`src/rtl/dma_burst_pkg.sv`:
```
package dma_burst_pkg;
  typedef enum logic {
    DIR_WR = 1'b0,
    DIR_RD = 1'b1
  } dma_dir_e;
endpackage

```
`src/rtl/dma_ack_mon.sv`:
```
module dma_ack_mon #(
  parameter int CNT_MAX = 8,
  localparam int RW = $clog2(CNT_MAX + 1)
) (
  input  logic          clk_i,
  input  logic          rst_ni,
  input  logic          ack_ni,
  output logic          fall_o,
  output logic [RW-1:0] rel_cnt_o
);
  localparam logic [RW-1:0] RMAX = RW'(CNT_MAX);

  logic          ack_q;
  logic [RW-1:0] rel_q;

  assign fall_o    = ack_q & ~ack_ni;
  assign rel_cnt_o = rel_q;

  always_ff @(posedge clk_i or negedge rst_ni) begin
    if (!rst_ni) begin
      ack_q <= 1'b1;
      rel_q <= '0;
    end else begin
      ack_q <= ack_ni;
      if (!ack_ni)            rel_q <= '0;
      else if (rel_q != RMAX) rel_q <= rel_q + 1'b1;
    end
  end

  // release run length never passes its saturation point
  a_r6_rel_sat: assert property (@(posedge clk_i) disable iff (!rst_ni)
    rel_q <= RMAX);
  // a fall cannot repeat on back-to-back edges
  a_r3_fall_gap: assert property (@(posedge clk_i) disable iff (!rst_ni)
    fall_o |=> !fall_o);
endmodule

```
`src/rtl/dma_burst_cnt.sv`:
```
module dma_burst_cnt #(
  parameter int BURST_MAX = 32,
  parameter int REL_CYC   = 2,
  parameter int IDLE_GAP  = 8,
  parameter int RW        = 4,
  localparam int CW = $clog2(BURST_MAX + 1)
) (
  input  logic          clk_i,
  input  logic          rst_ni,
  input  logic          fall_i,
  input  logic          req_i,
  input  logic          ack_ni,
  input  logic [RW-1:0] rel_cnt_i,
  output logic          hold_o
);
  localparam logic [CW-1:0] LAST     = CW'(BURST_MAX - 1);
  localparam logic [RW-1:0] REL_LAST = RW'(REL_CYC - 1);
  localparam logic [RW-1:0] GAP_LAST = RW'(IDLE_GAP - 1);

  logic [CW-1:0] cnt_q;
  logic          hold_q;
  logic          limit_hit;
  logic          rel_done;
  logic          gap_done;

  assign limit_hit = fall_i & req_i & (cnt_q == LAST);
  assign rel_done  = ack_ni & (rel_cnt_i >= REL_LAST);
  assign gap_done  = ack_ni & (rel_cnt_i >= GAP_LAST);
  assign hold_o    = hold_q;

  always_ff @(posedge clk_i or negedge rst_ni) begin
    if (!rst_ni) begin
      cnt_q  <= '0;
      hold_q <= 1'b0;
    end else begin
      if (limit_hit)         hold_q <= 1'b1;
      else if (rel_done)     hold_q <= 1'b0;

      if (!req_i || limit_hit) cnt_q <= '0;
      else if (fall_i)         cnt_q <= cnt_q + 1'b1;
      else if (gap_done)       cnt_q <= '0;
    end
  end

  // the count stays below the limit
  a_r4_cnt_bound: assert property (@(posedge clk_i) disable iff (!rst_ni)
    cnt_q <= LAST);
  // reaching the limit always enters hold
  a_r4_hold_set: assert property (@(posedge clk_i) disable iff (!rst_ni)
    limit_hit |=> hold_q);
  // hold is never left while the acknowledge is held low
  a_r5_hold_keep: assert property (@(posedge clk_i) disable iff (!rst_ni)
    (hold_q && !ack_ni) |=> hold_q);
endmodule

```
`src/rtl/dma_svc_flag.sv`:
```
module dma_svc_flag (
  input  logic clk_i,
  input  logic rst_ni,
  input  logic fall_i,
  input  logic tc_i,
  input  logic wr_i,
  input  logic wdata_i,
  output logic svc_o,
  output logic tc_irq_o
);
  logic svc_q;
  logic irq_q;
  logic tc_hit;

  assign tc_hit   = fall_i & tc_i;
  assign svc_o    = svc_q;
  assign tc_irq_o = irq_q;

  always_ff @(posedge clk_i or negedge rst_ni) begin
    if (!rst_ni) begin
      svc_q <= 1'b1;
      irq_q <= 1'b0;
    end else begin
      irq_q <= tc_hit;
      if (tc_hit)    svc_q <= 1'b1;
      else if (wr_i) svc_q <= wdata_i;
    end
  end

  // terminal count sets the flag, host write cannot override
  a_r7_tc_sets: assert property (@(posedge clk_i) disable iff (!rst_ni)
    tc_hit |=> (svc_q && irq_q));
  // interrupt cause is a single-cycle pulse
  a_r7_irq_pulse: assert property (@(posedge clk_i) disable iff (!rst_ni)
    irq_q |=> !irq_q);
endmodule

```
`src/rtl/dma_burst_ctrl.sv`:
```
module dma_burst_ctrl
  import dma_burst_pkg::*;
#(
  parameter int BURST_MAX = 32,
  parameter int REL_CYC   = 2,
  parameter int IDLE_GAP  = 8,
  localparam int RMAX = (IDLE_GAP > REL_CYC) ? IDLE_GAP : REL_CYC,
  localparam int RW   = $clog2(RMAX + 1)
) (
  input  logic clk_i,
  input  logic rst_ni,
  input  logic dma_en_i,
  input  logic dir_i,
  input  logic fifo_full_i,
  input  logic fifo_empty_i,
  input  logic ack_ni,
  input  logic tc_i,
  input  logic svc_wr_i,
  input  logic svc_wdata_i,
  output logic dreq_o,
  output logic push_o,
  output logic pop_o,
  output logic tc_irq_o,
  output logic svc_o
);
  dma_dir_e      dir;
  logic          fall;
  logic [RW-1:0] rel_cnt;
  logic          hold;
  logic          svc;
  logic          fifo_ok;
  logic          push_q;
  logic          pop_q;

  assign dir     = dma_dir_e'(dir_i);
  assign fifo_ok = (dir == DIR_WR) ? !fifo_full_i : !fifo_empty_i;
  assign dreq_o  = dma_en_i & ~svc & ~hold & fifo_ok;
  assign svc_o   = svc;
  assign push_o  = push_q;
  assign pop_o   = pop_q;

  dma_ack_mon #(.CNT_MAX(RMAX)) u_ack (
    .clk_i     (clk_i),
    .rst_ni    (rst_ni),
    .ack_ni    (ack_ni),
    .fall_o    (fall),
    .rel_cnt_o (rel_cnt)
  );

  dma_burst_cnt #(
    .BURST_MAX (BURST_MAX),
    .REL_CYC   (REL_CYC),
    .IDLE_GAP  (IDLE_GAP),
    .RW        (RW)
  ) u_burst (
    .clk_i     (clk_i),
    .rst_ni    (rst_ni),
    .fall_i    (fall),
    .req_i     (dreq_o),
    .ack_ni    (ack_ni),
    .rel_cnt_i (rel_cnt),
    .hold_o    (hold)
  );

  dma_svc_flag u_svc (
    .clk_i    (clk_i),
    .rst_ni   (rst_ni),
    .fall_i   (fall),
    .tc_i     (tc_i),
    .wr_i     (svc_wr_i),
    .wdata_i  (svc_wdata_i),
    .svc_o    (svc),
    .tc_irq_o (tc_irq_o)
  );

  always_ff @(posedge clk_i or negedge rst_ni) begin
    if (!rst_ni) begin
      push_q <= 1'b0;
      pop_q  <= 1'b0;
    end else begin
      push_q <= fall & (dir == DIR_WR);
      pop_q  <= fall & (dir == DIR_RD);
    end
  end

  // request needs enable and a clear service flag
  a_r1_req_gate: assert property (@(posedge clk_i) disable iff (!rst_ni)
    dreq_o |-> (dma_en_i && !svc_o));
  // no request during the post-burst hold
  a_r5_hold_quiet: assert property (@(posedge clk_i) disable iff (!rst_ni)
    hold |-> !dreq_o);
  // at most one strobe at a time, each one cycle long
  a_r3_strobe_excl: assert property (@(posedge clk_i) disable iff (!rst_ni)
    $onehot0({push_o, pop_o}));
  a_r3_strobe_pulse: assert property (@(posedge clk_i) disable iff (!rst_ni)
    (push_o || pop_o) |=> !(push_o || pop_o));
endmodule

```
`config.mk`:
```
export PLATFORM = sky130hd
export DESIGN_NAME = dma_burst_ctrl
export DESIGN_NICKNAME = d
export VERILOG_FILES = /design/src/rtl/dma_burst_pkg.sv /design/src/rtl/dma_ack_mon.sv /design/src/rtl/dma_burst_cnt.sv /design/src/rtl/dma_svc_flag.sv /design/src/rtl/dma_burst_ctrl.sv
export SDC_FILE = /design/constraint.sdc
export NUM_CORES = 1
export LEC_CHECK = 0
export BUFFER_PORTS_ARGS = -buffer_cell sky130_fd_sc_hd__buf_4
export CORE_MARGIN = 4
export CORE_UTILIZATION = 30
export DETAILED_ROUTE_END_ITERATION = 8
export GPL_TIMING_DRIVEN = 1
export PLACE_DENSITY = 0.47
export SLEW_MARGIN = 20
export SYNTH_ARGS = -nofsm -noshare
export SYNTH_HDL_FRONTEND = slang
export SYNTH_SLANG_ARGS = --single-unit
```
`constraint.sdc`:
```
create_clock -name clk_i -period 3.6 [get_ports clk_i]
set_input_delay 0 -clock clk_i [delete_from_list [all_inputs] [get_ports clk_i]]
set_output_delay 0 -clock clk_i [all_outputs]
set_load 0.02 [all_outputs]
```
==> flow_summary.json, run 1 <==
{
  "status": "finished, final reports clean",
  "slew_violations": 0,
  "clock_path_buffers": 2,
  "layout.nets": 118,
  "synthTopCellsByArea": "dfrtp_1 (42%), ha_1 (7.5%), dfstp_2 (6.3%)",
  "max_slew.worst_pin.slew_ns": 0.351,
  "critPathLaunchType": "flip-flop",
  "crit_chain": "ha_1 -> nand3_1 -> nor3_1 -> and4b_1 -> a221o_1",
  "drt-total-wl_um": 1700,
  "slowest_delay_ns": 0.40,
  "die-area_um2": 3710,
  "gp_congestion": 0.837,
  "cts_buffers": 3,
  "cp.required_ns": 3.79,
  "post-cts-setup-buffer-count": 0,
  "reg2reg_from": "u_burst.cnt_q[0]$_DFFE_PN0P_",
  "period_minus_slack_ns": 1.63,
  "path_buf_inv": 0,
  "synth.distinct_cells": 37,
  "period_share_pct": 45.3,
  "core_area_um2": 2570,
  "grtUsageTotal_pct": 10.6,
  "avgSynthCellArea_um2": 10.5,
  "avgRoutedWirePerCell_um": 12.9,
  "drtIter0Drc": 13,
  "root_buffer": "clkbuf_4",
  "netlist_top_cells_count": "dfrtp_1 (14), inv_1 (6), ha_1 (5)",
  "setup_ws_ns": 1.97,
  "grt_pass1_vias": 681,
  "reg2reg_depth": 5,
  "initial_utilization_pct": 32.7,
  "yosysWarnings": 0,
  "overflow": 0,
  "p_per_area_nw_per_um2": 346,
  "clock-skew-final_ns": 0.00797,
  "grt_pass1_wl_um": 2830,
  "min_path_type": "in -> async",
  "synth_most_common_cell": "dfrtp_1",
  "synth_area_um2": 840,
  "critPathCaptureType": "flip-flop",
  "first_pass_iters": 4,
  "grt_setup_unrepaired": "no",
  "final.setup.tns_ns": 0,
  "power.leakage_uw": 0.000500,
  "yosysTopAreaCellShare_pct": 41.7,
  "ys_seq_area_share_pct": 48.0,
  "vias": 641,
  "finalHoldViolCount": 0,
  "cts_tree": "done",
  "clk_latency_ns": 0.29,
  "h-tree-depth": 1,
  "irDropWorstVdd_v": 0.000208,
  "maxCapViolations": 0,
  "io_pins": 15,
  "slowest_stage": "dfrtp_1",
  "drive_gt1_share_pct": 23.5,
  "syn_inst": 80,
  "ys_ff_latch": 16,
  "synth_fp_nets": 95,
  "numPortBuffers": 14,
  "grt_max_degree": 17,
  "drc": 0,
  "synth_top_flop_cell": "dfrtp_1",
  "finalSetupViolCount": 0,
  "die_x_um": 60.9,
  "synth-async-reset-ratio_pct": 100,
  "die_h_um": 60.9,
  "r2r_end": "u_burst.cnt_q[3]$_DFFE_PN0P_",
  "synth_edf_count": 0,
  "reg2reg_slack_ns": 1.97,
  "fmax_mhz": 614,
  "area_delta_synth_final_pct": 26.5,
  "relSlewSlack_pct": 76.3,
  "dp_slack_ns": 1.95,
  "rows": 18,
  "vias_per_cell": 4.86,
  "worstPathArrival_ns": 1.82,
  "worstSetupPathType": "reg -> reg",
  "num_antenna_cells": 0,
  "path_delay_family": "simple AND/OR/NAND/NOR gates",
  "cts_sinks": 16,
  "synth_top_area_cell": "dfrtp_1",
  "dp_hpwl_um": 1230,
  "antenna_found_initial": 0,
  "drt.antenna.violating_nets": 0,
  "path_clk_slew_ns": 0.10,
  "critical_path_peak_fanout": 4
}
==> kinds of logic (layout without fill, tap and decap cells) <==
| family | count (synthesis) | after routing | synth area share, % |
|---|---|---|---|
| XOR/XNOR | 2 | 2 | 2.09 |
| flip-flops | 16 | 16 | 48.0 |
| multiplexers | 2 | 2 | 2.38 |
| AND/OR/NAND/NOR | 32 | 32 | 22.7 |
| adder cells (fa/ha/maj) | 5 | 5 | 7.45 |
| buffers and inverters | 8 | 30 | 4.62 |
| AO/OA/AOI/OAI | 15 | 15 | 12.8 |
==> how the worst max path moves through the flow <==
stage	startpoint	slack [ns]	to	cells after the start
4_1_cts	u_burst.cnt_q[0]$_DFFE_PN0P_	1.94	u_burst.cnt_q[3]$_DFFE_PN0P_	5
6_report	u_burst.cnt_q[0]$_DFFE_PN0P_	1.97	u_burst.cnt_q[3]$_DFFE_PN0P_	5
3_3_place_gp	u_burst.cnt_q[0]$_DFFE_PN0P_	1.99	u_burst.cnt_q[3]$_DFFE_PN0P_	5
5_1_grt	u_burst.cnt_q[0]$_DFFE_PN0P_	1.83	u_burst.cnt_q[3]$_DFFE_PN0P_	5
2_1_floorplan	u_svc.svc_o$_DFFE_PN1P_	2.00	u_burst.cnt_q[3]$_DFFE_PN0P_	5
3_5_place_dp	u_burst.cnt_q[0]$_DFFE_PN0P_	1.95	u_burst.cnt_q[3]$_DFFE_PN0P_	5
==> repair_timing <==
action                    in CTS  in global routing
hold buffers                   6                  0
hold endpoints to repair      24                  0
resized for setup              0                  0
==> power by group <==
group | internal, µW | switching, µW
sequential | 187 | 5.07
combinational | 27.7 | 25.8
clock | 61.7 | 59.8
total | 277 | 90.7
==> through the flow <==
| stage | area, µm² | std cells | hold slack [ns] | utilization (%) | power, µW |
|---|---|---|---|---|---|
| 4_1_cts | 1060 | 132 | 0.0890 | 41.4 | 375 |
| 2_1_floorplan | 840 | 80 | -0.296 | - | 222 |
| 5_1_grt | 1060 | 132 | 0.0898 | 41.4 | 389 |
| 3_5_place_dp | 966 | 122 | -0.126 | 37.6 | 244 |
| 6_report | 1060 | 132 | 0.0872 | 41.4 | 367 |
| 3_3_place_gp | 966 | 122 | -0.125 | 37.6 | 244 |
==> per-layer routing <==
layer  wire length [µm]  vias to the layer above  GRT usage [%]
li1                   -                      323              -
met1                777                      302           11.8
met2                823                       12           18.3
met3                 79                        4           3.83
met4                 22                        0           4.02
met5                  0                        -              0
==> placed cells by master, fill, tap and decap left out, types with 2 or more instances in the layout <==
| master | n |
|---|---|
| nor2_1 | 4 |
| a21oi_1 | 2 |
| nor2b_1 | 2 |
| mux2i_1 | 2 |
| nand3_1 | 4 |
| a22oi_1 | 2 |
| clkbuf_4 | 3 |
| nand2b_1 | 3 |
| dfrtp_1 | 14 |
| dlygate4sd3_1 | 6 |
| inv_1 | 6 |
| nand2_1 | 4 |
| and2_1 | 4 |
| xnor2_1 | 2 |
| buf_4 | 14 |
| o21ai_1 | 2 |
| dfstp_2 | 2 |
| ha_1 | 5 |
==> flip-flops by register name, summed over array words and instances, names as in the netlist <==
name	count
u_burst.cnt_q	6
u_ack.rel_cnt_o	4
pop_o	1
push_o	1
u_ack.ack_q	1
u_burst.hold_o	1
u_svc.svc_o	1
u_svc.tc_irq_o	1
==> layout make-up <==
| type | instances | area, µm² |
|---|---|---|
| Fill cell | 255 | 1510 |
| Sequential cell | 16 | 403 |
| Multi-Input combinational cell | 56 | 398 |
| Timing Repair Buffer | 20 | 165 |
| Tap cell | 30 | 37.5 |
| Clock buffer | 4 | 36.3 |
| Inverter | 6 | 22.5 |
==> worst register-to-register path, cell delays in order (launching register included) <==
cell,delay (ns)
dfrtp_1,0.40
ha_1,0.19
nand3_1,0.14
nor3_1,0.30
and4b_1,0.25
a221o_1,0.26
Note: power is estimated with default switching activity, not from simulation.
==> run 2: changes to the inputs <==
- clock period: 3.6 -> 1.6 ns (I/O delays scaled with it)
==> run 2 against run 1 <==
  * Sequential cell count stayed put
  * Critical path depth stayed put
  * Routed wire length is 0.24% lower
  * Setup slack worse by 1.8 ns
  * Register-to-register slack worse by 1.8 ns
  * Final area is 4.2% higher
  * Combinational power is 130% higher
  * Fmax is 11% higher
  * Clock-buffer cell count stayed put
  * Via count is 2.7% higher
  * Sequential share of layout area is 1.5 points lower
  * Clock skew is 0.0051 ns lower
  * Largest cell class is now multi-input gates
  * Highest routed layer unchanged
==> flow_summary.json, run 2 (synthesized netlist as in run 1, its figures left out) <==
{
  "cts_buffers": 3,
  "post-cts-setup-buffer-count": 0,
  "final_common_cell": "buf_4",
  "antenna_found_initial": 0,
  "drtIter0Drc": 9,
  "gp_congestion": 0.746,
  "min_path_type": "in -> async",
  "highest_layer": "met4",
  "max_slew.worst_pin.slew_ns": 0.348,
  "finalSetupViolCount": 0,
  "cts_tree": "done",
  "h-tree-depth": 1,
  "setup_ws_ns": 0.135,
  "period_share_pct": 91.6,
  "final_cell_mix": "buf_4 (17), dfrtp_1 (14), inv_1 (6), dlygate4sd3_1 (6)",
  "grt_pass1_wl_um": 2950,
  "root_buffer": "clkbuf_4",
  "rows": 18,
  "finalHoldViolCount": 0,
  "critPathLaunchType": "flip-flop",
  "regMostFlops": "u_burst.cnt_q",
  "dp_slack_ns": 0.0834,
  "period_minus_slack_ns": 1.47,
  "grtUsageTotal_pct": 10.8,
  "layout.nets": 121,
  "power.leakage_uw": 0.000513,
  "dpl.cell_count": 125,
  "first_pass_iters": 3,
  "initial_utilization_pct": 32.7,
  "grt_pass1_vias": 688,
  "layout.cells.non_filler": 135,
  "vias": 658,
  "worstSetupPathType": "reg -> reg",
  "largest_reg_flops": 6,
  "postLayoutCellArea_um2": 1110,
  "nFillCells": 269,
  "clock_path_buffers": 2,
  "grt_setup_unrepaired": "no",
  "wl_met3_um": 84,
  "cts_sinks": 16,
  "cp.required_ns": 1.78,
  "p_per_area_nw_per_um2": 740,
  "wl_met1_um": 771,
  "core_area_um2": 2570,
  "slew_violations": 0,
  "irDropWorstVdd_v": 0.000598,
  "worstPathArrival_ns": 1.64,
  "die-area_um2": 3710,
  "clk_latency_ns": 0.28,
  "overflow": 0,
  "drive_gt1_share_pct": 28.6,
  "drt-total-wl_um": 1700,
  "io_pins": 15,
  "maxCapViolations": 0,
  "vias_per_cell": 4.87,
  "avgRoutedWirePerCell_um": 12.6,
  "fmax_mhz": 682,
  "die_h_um": 60.9,
  "status": "finished, final reports clean",
  "critical_path_peak_fanout": 4,
  "die_x_um": 60.9,
  "relSlewSlack_pct": 76.5,
  "path_clk_slew_ns": 0.09,
  "area_delta_synth_final_pct": 31.9,
  "placed_cell_area_um2": 988,
  "wl_met2_um": 832,
  "final.setup.tns_ns": 0,
  "drc": 0,
  "num_antenna_cells": 0,
  "numPortBuffers": 14,
  "drt.antenna.violating_nets": 0,
  "dp_hpwl_um": 1250,
  "grt_max_degree": 17,
  "clock-skew-final_ns": 0.00284,
  "critPathCaptureType": "flip-flop"
}
## run 2: cell count changes in the layout (fill, tap and decap cells not counted), sizes merged
cell,before,now
buf,14,17
## run 2: layer usage
metal	track usage (%)	vias to the layer above
met5	0	-
li1	-	331
met4	2.79	0
met3	3.83	2
met1	13.4	314
met2	17.7	11
## run 2: stage by stage
step | hold WS (ns) | utilization (%) | power (µW)
floorplan | -0.296 | - | 499
global placement | -0.125 | 38.5 | 554
detailed placement | -0.124 | 38.5 | 555
CTS | 0.0888 | 42.3 | 845
global route | 0.109 | 43.1 | 874
finish | 0.0973 | 43.1 | 819
## run 2: worst paths after layout
| path | start | to | slack, ns | cells past startpoint |
|---|---|---|---|---|
| max in group asynchronous | rst_ni | u_svc.svc_o$_DFFE_PN1P_ | 1.25 | 2 |
| worst min-delay path | rst_ni | pop_o$_DFF_PN0_ | 0.1 | 2 |
| worst max-delay path | u_ack.rel_cnt_o[0]$_DFFE_PN0P_ | u_burst.cnt_q[3]$_DFFE_PN0P_ | 0.13 | 5 |
| min in group clk_i | dma_en_i | u_burst.cnt_q[4]$_DFFE_PN0P_ | 0.15 | 4 |
| worst min register to register | u_burst.hold_o$_DFFE_PN0P_ | u_burst.hold_o$_DFFE_PN0P_ | 0.52 | 1 |
| worst max register to register | u_ack.rel_cnt_o[0]$_DFFE_PN0P_ | u_burst.cnt_q[3]$_DFFE_PN0P_ | 0.13 | 5 |
## run 2: power breakdown
part	switching, µW	total (µW)	internal [µW]
Combinational	59.3	124	65.1
Clock	124	262	139
Sequential	11.4	432	421
## run 2: final cells by class
type	count	area, µm²	area share (%)
Clock buffer	4	36.3	3.28
Multi-Input combinational cell	56	420	38.0
Inverter	6	22.5	2.03
Timing Repair Buffer	23	188	16.9
Tap cell	30	37.5	3.39
Sequential cell	16	403	36.4
## run 2: critical path, stage by stage (launching register included)
cell and delay, ns:
dfrtp_1 0.40, ha_1 0.21, a21oi_1 0.08, a21o_1 0.19
and2_4 0.16, a221o_1 0.33
## run 2: timing repair
| action | CTS | global route |
|---|---|---|
| resized for setup | 0 | 4 |
| endpoints found under the hold margin | 24 | 0 |
| hold buffers | 6 | 0 |
| setup endpoints to repair | 0 | 4 |
